**src/rtl/usb_line_irq_pkg.sv**
```systemverilog
package usb_line_irq_pkg;

  typedef enum logic [1:0] {
    REG_MASK   = 2'd0,
    REG_CAUSE  = 2'd1,
    REG_STATUS = 2'd2,
    REG_NONE   = 2'd3
  } regSel_e;

  typedef struct packed {
    logic maskWe;
  } ctlStrobes_t;

endpackage

```
**src/rtl/usb_line_irq_datapath.sv**
```systemverilog
module usb_line_irq_datapath
  import usb_line_irq_pkg::*;
#(
  parameter int NUM_LINES = 4,
  parameter logic [NUM_LINES-1:0] RISE_FIRST = 4'b1000,
  localparam int EVT_W = 2 * NUM_LINES
) (
  input  logic                 clk,
  input  logic                 rst_n,
  input  logic [NUM_LINES-1:0] lines,
  input  ctlStrobes_t          strobes,
  input  logic [EVT_W-1:0]     wdata,
  output logic [EVT_W-1:0]     mask,
  output logic [EVT_W-1:0]     cause
);

  logic [NUM_LINES-1:0] prevLines;
  logic [EVT_W-1:0]     edgeVec;
  logic [EVT_W-1:0]     hits;
  logic [EVT_W-1:0]     causeNext;

  // Previous level loads the live level during reset, so no false edge follows
  always_ff @(posedge clk) begin
    prevLines <= lines;
  end

  for (genvar g = 0; g < NUM_LINES; g++) begin : gLine
    logic riseEdge;
    logic fallEdge;
    assign riseEdge = !prevLines[g] && lines[g];
    assign fallEdge = prevLines[g] && !lines[g];
    if (RISE_FIRST[g]) begin : gRiseLow
      assign edgeVec[2*g]   = riseEdge;
      assign edgeVec[2*g+1] = fallEdge;
    end else begin : gFallLow
      assign edgeVec[2*g]   = fallEdge;
      assign edgeVec[2*g+1] = riseEdge;
    end
  end

  assign hits = edgeVec & mask;

  always_comb begin
    causeNext = cause | hits;
    if (strobes.maskWe) begin
      causeNext = causeNext & wdata;
    end
  end

  always_ff @(posedge clk) begin
    if (!rst_n) begin
      mask  <= '0;
      cause <= '0;
    end else begin
      if (strobes.maskWe) begin
        mask <= wdata;
      end
      cause <= causeNext;
    end
  end


  mask_load_chk: assert property (@(posedge clk) disable iff (!rst_n)
    strobes.maskWe |=> mask == $past(wdata));


  cause_in_mask_chk: assert property (@(posedge clk) disable iff (!rst_n)
    (cause & ~mask) == '0);


  quiet_lines_chk: assert property (@(posedge clk) disable iff (!rst_n)
    ($stable(lines) && !strobes.maskWe) |=> $stable(cause));

endmodule

```
**src/rtl/usb_line_irq_control.sv**
```systemverilog
module usb_line_irq_control
  import usb_line_irq_pkg::*;
#(
  parameter int NUM_LINES = 4,
  parameter int PEND_BIT  = 2,
  localparam int EVT_W = 2 * NUM_LINES
) (
  input  logic             clk,
  input  logic             rst_n,
  input  logic [1:0]       busAddr,
  input  logic             busWe,
  input  logic [EVT_W-1:0] mask,
  input  logic [EVT_W-1:0] cause,
  output ctlStrobes_t      strobes,
  output logic [EVT_W-1:0] busRdata,
  output logic             irq
);

  regSel_e sel;
  logic    anyPending;

  assign sel        = regSel_e'(busAddr);
  assign anyPending = |cause;
  assign irq        = anyPending;

  always_comb begin
    strobes        = '0;
    strobes.maskWe = busWe && (sel == REG_MASK);
  end

  always_comb begin
    unique case (sel)
      REG_MASK:   busRdata = mask;
      REG_CAUSE:  busRdata = cause;
      REG_STATUS: begin
        busRdata           = '1;
        busRdata[PEND_BIT] = !anyPending;
      end
      default:    busRdata = '0;
    endcase
  end


  ro_write_chk: assert property (@(posedge clk) disable iff (!rst_n)
    (busWe && sel != REG_MASK) |-> !strobes.maskWe);


  pend_status_chk: assert property (@(posedge clk) disable iff (!rst_n)
    (sel == REG_STATUS) |-> (busRdata[PEND_BIT] != irq));

endmodule

```
**src/rtl/usb_line_irq.sv**
```systemverilog
module usb_line_irq
  import usb_line_irq_pkg::*;
#(
  parameter int NUM_LINES = 4,
  localparam int EVT_W = 2 * NUM_LINES
) (
  input  logic             clk,
  input  logic             rst_n,
  input  logic [1:0]       busAddr,
  input  logic             busWe,
  input  logic [EVT_W-1:0] busWdata,
  output logic [EVT_W-1:0] busRdata,
  input  logic             lineDp,
  input  logic             lineDm,
  input  logic             lineId,
  input  logic             lineVbus,
  output logic             irq
);

  ctlStrobes_t     strobes;
  logic [EVT_W-1:0] mask;
  logic [EVT_W-1:0] cause;

  usb_line_irq_control #(.NUM_LINES(NUM_LINES), .PEND_BIT(2)) u_ctl (
    .clk      (clk),
    .rst_n    (rst_n),
    .busAddr  (busAddr),
    .busWe    (busWe),
    .mask     (mask),
    .cause    (cause),
    .strobes  (strobes),
    .busRdata (busRdata),
    .irq      (irq)
  );

  usb_line_irq_datapath #(.NUM_LINES(NUM_LINES), .RISE_FIRST(4'b1000)) u_dp (
    .clk     (clk),
    .rst_n   (rst_n),
    .lines   ({lineVbus, lineId, lineDm, lineDp}),
    .strobes (strobes),
    .wdata   (busWdata),
    .mask    (mask),
    .cause   (cause)
  );

endmodule

```
**config.mk**
```make
export PLATFORM = sky130hd
export DESIGN_NAME = usb_line_irq
export DESIGN_NICKNAME = d
export VERILOG_FILES = /design/src/rtl/usb_line_irq_pkg.sv /design/src/rtl/usb_line_irq_datapath.sv /design/src/rtl/usb_line_irq_control.sv /design/src/rtl/usb_line_irq.sv
export SDC_FILE = /design/constraint.sdc
export NUM_CORES = 1
export LEC_CHECK = 0
export ABC_AREA = 1
export BUFFER_PORTS_ARGS = -buffer_cell sky130_fd_sc_hd__buf_2
export CAP_MARGIN = 20
export CORE_ASPECT_RATIO = 1.2
export CORE_MARGIN = 2
export CORE_UTILIZATION = 40
export CTS_CLUSTER_SIZE = 20
export DETAILED_ROUTE_END_ITERATION = 16
export HOLD_SLACK_MARGIN = 0.1
export MAX_ROUTING_LAYER = met4
export PLACE_DENSITY = 0.67
export SYNTH_ARGS = -nofsm -noshare
export SYNTH_HDL_FRONTEND = slang
export SYNTH_SLANG_ARGS = --single-unit
```
**constraint.sdc**
```tcl
create_clock -name clk -period 0.8 [get_ports clk]
set_clock_uncertainty 0.15 [all_clocks]
set_input_delay 0 -clock clk [delete_from_list [all_inputs] [get_ports clk]]
set_output_delay 0 -clock clk [all_outputs]
set_load 0.01 [all_outputs]
```
Yosys cells after proc, flatten, opt, wreduce, memory -nomap -nowiden

Index checks and enable logic that the tools add are counted.

Word-level logic and storage cells: 30
Register bits after elaboration: 20
Input port bits: 17
Output and inout bits: 9

Mux-type cells: 2
Bitwise logic cells: 3
Equal/unequal tests: 2
Reductions and logical operators: 20

Operators by type and width:

| kind                                          | number |
|---|---|
| one-hot mux 8 bit (3 select lines)            | 1 |
| AND 8 bit                                     | 2 |
| logical AND 1 bit                             | 9 |
| zero test 1 bit                               | 9 |
| 2-to-1 mux 8 bit                              | 1 |
| OR 8 bit                                      | 1 |
| OR reduction 8 bit                            | 1 |
| == test 2 x 1 -> 1 bit, second input constant | 1 |
| == test 2 bit, second input constant          | 1 |
| zero test 2 bit                               | 1 |

Longest topological paths before layout

Gate-level depths: netlist of the first run.

Depth in word-level cells: 6
Mapped depth: 6

By module

Synthesis of the first run repeated with hierarchy kept, for this count alone.

Cells, all modules: 136
Area total of the unflattened synthesis: 928.4 um2

Modules (own cells, without submodules):

| module                | cells an instance | seq. area each (um2) | times used | area an instance (um2) |
|---|---|---|---|---|
| usb_line_irq_datapath | 95                | 400.4                | 1          | 764.5 |
| usb_line_irq_control  | 41                | 0.0                  | 1          | 163.9 |

Least setup slack after synthesis of the first run

OpenSTA, ideal clock, no wires.

Path kind: reg-to-output
Start: reg u_dp.cause[7]
End: out busRdata[2]
Arrival: 0.705 ns
Cell stages (with the launch flop): 6
Setup slack: -0.055 ns
Required time: 0.650 ns
Cell sequence: dfxtp_1 > nor2_1 > nand2_1 > nor2_1 > nand2_1 > nand2_1

Word-level cells in the longest chain between the ends: 3

Ends and longest elaborated chain:

| item                               | line                        | text |
|---|---|---|
| start: declaration                 | usb_line_irq_datapath.sv:14 | `output logic [EVT_W-1:0] cause` |
| start signal: assignment           | usb_line_irq_datapath.sv:58 | `cause <= causeNext;` |
| OR reduction 8 bit                 | usb_line_irq_control.sv:23  | `assign anyPending = \|cause;` |
| zero test 1 bit                    | usb_line_irq_control.sv:37  | `busRdata[PEND_BIT] = !anyPending;` |
| one-hot mux 8 bit (3 select lines) | usb_line_irq_control.sv:32  | `unique case (sel)` |
| end: declaration                   | usb_line_irq.sv:12          | `output logic [EVT_W-1:0] busRdata,` |

No other way between the ends.

Worst setup path after layout of the first run

Start: reg u_dp.cause[1]
End: out busRdata[2]

Same word-level chain as after synthesis.

==> run_results.csv, run 1 <==
group,metric,value,unit
outcome,status,"finished, violations left",
outcome,violations,"negative hold slack, negative setup slack",
logic_synthesis,synth.distinct_cells,16,
timing,fmax,0.755,GHz
worst_setup_path,cp-end-kind,"output pin",
layout,fin_area,0.00142,mm2
floorplan,fp.dieH,55.9,um
floorplan,die-area,0.00264,mm2
worst_setup_path,worstPathCellList,"nor2_2, nand2_1, nor2_2, nand2_1, nand2_2, buf_6",
power_and_ir_drop,ir_worst_vdd,1.23,mV
worst_setup_path,criticalPathCategory,"register to output pin",
detailed_routing,drtAntennaViolNets,0,
clock_network,cts_max_level,1,
logic_synthesis,avgSynthCellArea,6.85,um2
grt,grt_first_pass_wirelength,3900,um
detailed_routing,vias,959,
clock_network,cts.sinks,20,
layout,n_antenna_cell,0,
placement,pre_cts_slack,-194,ps
timing,hold_ws,-135,ps
detailed_routing,routed-wl-met3,91,um
grt,track_usage,0.211,
logic_synthesis,ys_seq_elements,20,
power_and_ir_drop,p_leak,0.701,nW
timing,final-setup-viol-count,17,
floorplan,io_pins,26,
timing,finalSetupTns,-4780,ps
detailed_routing,drtIter0Drc,13,
grt,grt_max_degree,13,
placement,dpl.hpwl,1630,um
worst_setup_path,crit_fanout,2,
floorplan,fp-row-count,18,
hold_path,hold_class,"input port to register",
worst_setup_path,critical-path-slowest-cell,"dfxtp_2",
layout,multi_input_area,513,um2
detailed_routing,vias_per_cell,4.57,
job,drv_cap,0,
clock_network,cts_tree,"yes",
clock_network,cts_root_buffer,"clkbuf_4",
timing,finalCritPeriodShare,1.65,
timing,hold_viol,16,
detailed_routing,route.detailed.drc,0,
worst_setup_path,arrival,1170,ps
detailed_routing,first_pass_iters,4,
placement,io_buffers,25,
floorplan,fp.coreArea,0.00209,mm2
timing,final_max_slew_viol_count,0,
worst_setup_path,start_kind,"register",
detailed_routing,dr_wl_met2,1330,um
clock_network,clk_pin_slew_worst_paths,120,ps
floorplan,fp.dieW,47.2,um
worst_setup_path,required,650,ps
layout,nFillCells,192,
timing,rsz0062_at_grt,"yes",
layout,drive_gt1_frac,0.483,
logic_synthesis,synth_seq_area_share,0.446,
logic_synthesis,synth_nets,148,
layout,layout.nets,198,
placement,gp_congestion,0.796,
grt,grt_pass1_vias,969,
detailed_routing,top_layer_used,"met4",
grt,grt_overflow,0,
timing,post-route-min-period,1320,ps
layout,syn_to_final_growth,58.4,%
placement,postPlaceCellArea,0.00117,mm2
timing,slew_headroom,0.871,
layout,final_cell_mix,"43 x nor2_1, 24 x buf_2, 18 x nand2_1",
worst_setup_path,cpPeakStageDelay,350,ps
power_and_ir_drop,power_density,1640,mW/mm2
grt,antenna_found_initial,0,
layout,fin_util,0.679,
detailed_routing,wl_per_cell,11.5,um
clock_network,cts_buffers,3,
clock_network,cts.path.max_buffers,2,
layout,seqCellArea,415,um2
detailed_routing,wl_met1,965,um
detailed_routing,wl,2420,um
logic_synthesis,ys.warnings.count,0,
timing,tightestPinTransition,191,ps
logic_synthesis,synthesis.area,897,um2
clock_network,clk-insertion-delay-late,310,ps
timing,fin_ws,-524,ps
logic_synthesis,synth_cells,131,
layout,final_common_cell,"nor2_1",
floorplan,start_util,0.428,
## Yosys cell counts
cell / number / share of area
nand3_1: 1 / 0.0056
dfxtp_1: 20 / 0.45
o21ai_0: 1 / 0.0056
inv_2: 1 / 0.0042
a31oi_1: 3 / 0.021
inv_4: 1 / 0.0070
buf_2: 1 / 0.0056
nand3b_1: 8 / 0.067
a21oi_1: 8 / 0.045
clkbuf_1: 1 / 0.0042
inv_1: 14 / 0.059
nand2_1: 19 / 0.079
nand2_4: 1 / 0.013
nor2_2: 1 / 0.0070
nor2_1: 50 / 0.21
nor2_8: 1 / 0.022
## final cells by class
class,instances,share of cell area
clock buffer,3,0.0158
clock inverter,1,0.0211
inverter,16,0.0440
multi-input combinational,93,0.361
sequential,20,0.292
tap,30,0.0264
timing repair buffer,47,0.239
## registers in the layout (all words and copies together) (netlist names)
signal and cells:
u_dp.cause 8, u_dp.mask 8, u_dp.prevLines 4
## report_power, final
group | switching (mW) | internal, mW
logic | 0.219 | 0.199
clock network | 0.330 | 0.507
registers | 0.0333 | 1.04
## layer usage
layer | vias to the layer above | global-route usage
li1 | 502 | -
met1 | 430 | 0.204
met2 | 23 | 0.373
met3 | 4 | 0.0422
met4 | 0 | 0.0992
met5 | - | -
## timing repair
action	in CTS	in global routing
endpoints found under the hold margin	20	19
hold buffers	4	3
cloned	0	0
pin swaps	21	7
gates resized for setup	31	15
buffers inserted	1	3
endpoints found under the setup margin	17	18
## final timing paths
check                                     end           from  slack [ps]  cells past startpoint
worst max-delay path              busRdata[2]  u_dp.cause[1]        -520                      6
worst max register to register  u_dp.cause[0]  u_dp.cause[0]        -210                      4
worst min register to register   u_dp.mask[6]   u_dp.mask[6]         360                      2
worst min-delay path            u_dp.cause[1]          rst_n        -130                      3
## kinds of logic after synthesis
kind of cell,Yosys count,synth area share
buffers and inverters,18,0.0795
AND/OR/NAND/NOR,81,0.403
AO/OA/AOI/OAI,12,0.0711
flip-flops,20,0.446
## critical path: cells and delay by family (launching register included)
family | cells | cell delay [ps]
buffers and inverters | 1 | 90
AND/OR/NAND/NOR | 5 | 410
flip-flops | 1 | 350
## stage by stage
step / instances / power [mW]
floorplan: 131 / 1.27
global placement: 200 / 1.42
detailed placement: 200 / 1.43
CTS: 209 / 2.31
global route: 210 / 2.44
finish: 210 / 2.33
(Power assumes the default switching activity.)
==> inputs of run 2 (changes only) <==
--- a/config.mk
+++ b/config.mk
@@ -8,14 +8,16 @@
 export ABC_AREA = 1
 export BUFFER_PORTS_ARGS = -buffer_cell sky130_fd_sc_hd__buf_2
 export CAP_MARGIN = 20
+export CELL_PAD_IN_SITES_DETAIL_PLACEMENT = 1
+export CELL_PAD_IN_SITES_GLOBAL_PLACEMENT = 1
 export CORE_ASPECT_RATIO = 1.2
 export CORE_MARGIN = 2
-export CORE_UTILIZATION = 40
+export CORE_UTILIZATION = 31
 export CTS_CLUSTER_SIZE = 20
 export DETAILED_ROUTE_END_ITERATION = 16
 export HOLD_SLACK_MARGIN = 0.1
 export MAX_ROUTING_LAYER = met4
-export PLACE_DENSITY = 0.67
+export PLACE_DENSITY_LB_ADDON = 0.1
 export SYNTH_ARGS = -nofsm -noshare
 export SYNTH_HDL_FRONTEND = slang
 export SYNTH_SLANG_ARGS = --single-unit
==> run 2 against run 1 <==
The run still ends with negative hold slack, negative setup slack left. Hold slack better by 1.1 ps. Sequential cell count unchanged. Register-to-register slack better by 30 ps. Clock power down 41%. Non-clock buffer count grew 2. Sequential share of layout area is 1.2 points higher. Setup slack better by 21 ps. Maximum frequency up 1.6%. Cell area shrank 3.7%. Sequential power about the same. Via count up 1.8%. Critical path type unchanged.
==> run_results.csv, run 2 (synthesized netlist as in run 1, its figures left out) <==
group,metric,value,unit
timing,slew_headroom,0.862,
clock_network,cts.path.max_buffers,2,
hold_path,hold_class,"input port to register",
clock_network,cts_buffers,3,
floorplan,fp.dieH,62.9,um
grt,antenna_found_initial,0,
detailed_routing,drtAntennaViolNets,0,
detailed_routing,drtIter0Drc,8,
outcome,status,"finished, violations left",
grt,track_usage,0.183,
placement,io_buffers,25,
detailed_routing,wl,2740,um
clock_network,clk_pin_slew_worst_paths,110,ps
worst_setup_path,arrival,1150,ps
clock_network,cts_tree,"yes",
layout,final_common_cell,"nor2_1",
floorplan,fp.coreArea,0.00279,mm2
grt,grt_overflow,0,
worst_setup_path,crit_buf_inv,1,
timing,fin_ws,-503,ps
layout,multi_input_area,465,um2
floorplan,die-area,0.00334,mm2
hold_path,hp-start,"busWdata[7]",
detailed_routing,route.detailed.drc,0,
timing,final_max_slew_viol_count,0,
layout,seqCellArea,417,um2
outcome,violations,"negative hold slack, negative setup slack",
placement,pre_cts_slack,-215,ps
power_and_ir_drop,power,1.97,mW
power_and_ir_drop,power_density,1440,mW/mm2
worst_setup_path,r2r_end,"u_dp.cause[0]",
power_and_ir_drop,p_leak,0.687,nW
worst_setup_path,crit_start,"u_dp.cause[0]",
layout,n_antenna_cell,0,
layout,fin_cells,215,
power_and_ir_drop,ir_worst_vdd,0.744,mV
grt,grt_max_degree,11,
floorplan,io_pins,26,
clock_network,cts_max_level,1,
timing,rsz0062_at_grt,"yes",
worst_setup_path,crit_fanout,2,
layout,final_cell_mix,"47 x nor2_1, 24 x buf_2, 18 x nand2_1",
floorplan,fp-row-count,21,
timing,hold_viol,16,
worst_setup_path,critical-path-slowest-cell,"dfxtp_2",
layout,fin_util,0.491,
placement,gp_congestion,0.730,
worst_setup_path,path_depth,6,
worst_setup_path,r2r-start,"u_dp.cause[0]",
hold_path,whs_path_depth,4,
layout,nFillCells,393,
clock_network,cts_root_buffer,"clkbuf_4",
layout,top_regs,"u_dp.cause (8), u_dp.mask (8), u_dp.prevLines (4)",
worst_setup_path,required,650,ps
detailed_routing,vias_per_cell,4.54,
timing,finalCritPeriodShare,1.63,
timing,fmax,0.767,GHz
worst_setup_path,start_kind,"register",
timing,tightestPinTransition,204,ps
layout,drive_gt1_frac,0.453,
timing,post-route-min-period,1300,ps
detailed_routing,vias,976,
grt,grt_first_pass_wirelength,4460,um
hold_path,holdPathEnd,"u_dp.mask[7]",
worst_setup_path,path_common_cell,"nand2_1",
worst_setup_path,cpPeakStageDelay,340,ps
detailed_routing,wl_per_cell,12.8,um
floorplan,fp.dieW,53.1,um
worst_setup_path,criticalPathCategory,"register to output pin",
worst_setup_path,r2r_setup_slack,-180,ps
floorplan,start_util,0.322,
clock_network,clk-insertion-delay-late,300,ps
placement,dpl.hpwl,2010,um
worst_setup_path,crit_family,"simple AND/OR/NAND/NOR gates",
timing,final-setup-viol-count,17,
detailed_routing,first_pass_iters,4,
grt,grt_pass1_vias,1012,
clock_network,cts.sinks,20,
job,drv_cap,0,
placement,dpl.cell_count,203,
worst_setup_path,reg2regPathDepth,4,
layout,syn_to_final_growth,52.6,%
worst_setup_path,worstPathCellList,"nor2_1, nand2_1, nor2_2, nand2_1, nand2_2, buf_6",
timing,hold_ws,-134,ps
layout,layout.nets,200,
worst_setup_path,cp-end-kind,"output pin",
## run 2: cell types whose count changed in the layout (fill, tap and decap cells not counted), sizes merged
cell / change
buf: +2
bufinv: -1
## run 2: worst max-delay path by stage
stage	endpoint	slack [ps]
CTS	busRdata[2]	-530
detailed placement	busRdata[2]	-210
floorplan	busRdata[2]	-40
global route	busRdata[2]	-610
global placement	busRdata[2]	-200
finish	busRdata[2]	-500
## run 2: cell type report
class	count	area share
clock buffer	3	0.0165
inverter	16	0.0457
multi-input combinational	93	0.340
sequential	20	0.304
tap	34	0.0311
timing repair buffer	49	0.262
## run 2: timing repair
action | 4_1_cts | 5_1_grt
resized for setup | 31 | 10
pin swaps | 21 | 15
endpoints found under the hold margin | 20 | 17
setup endpoints to repair | 17 | 18
buffers inserted | 3 | 4
hold buffers | 4 | 1
## run 2: tightest hold or removal path, stage by stage
cell and delay (ps):
buf_2 70, nand3b_1 90, nand2_1 60, nor2_1 80
## run 2: per-stage QoR
step | setup TNS (ps) | instance area (um2)
after floorplan | -44.4 | 900
after global routing | -5820 | 1370
after detailed placement | -2430 | 1170
after global placement | -2020 | 1170
after CTS | -4790 | 1340
final | -4770 | 1370
## run 2: power by group
part / leakage, nW / switching, mW / internal, mW
registers: 0.169 / 0.0287 / 1.04
logic: 0.504 / 0.218 / 0.195
clock network: 0.0138 / 0.316 / 0.176
total: 0.687 / 0.562 / 1.41
## run 2: layer usage
| layer | GRT usage | part of all wire | routed length (um) |
|---|---|---|---|
| met3 | 0.0215 | 0.025 | 68 |
| met1 | 0.212 | 0.41 | 1130 |
| met5 | - | 0 | 0 |
| met4 | 0.0673 | 0.015 | 41 |
| met2 | 0.316 | 0.55 | 1500 |
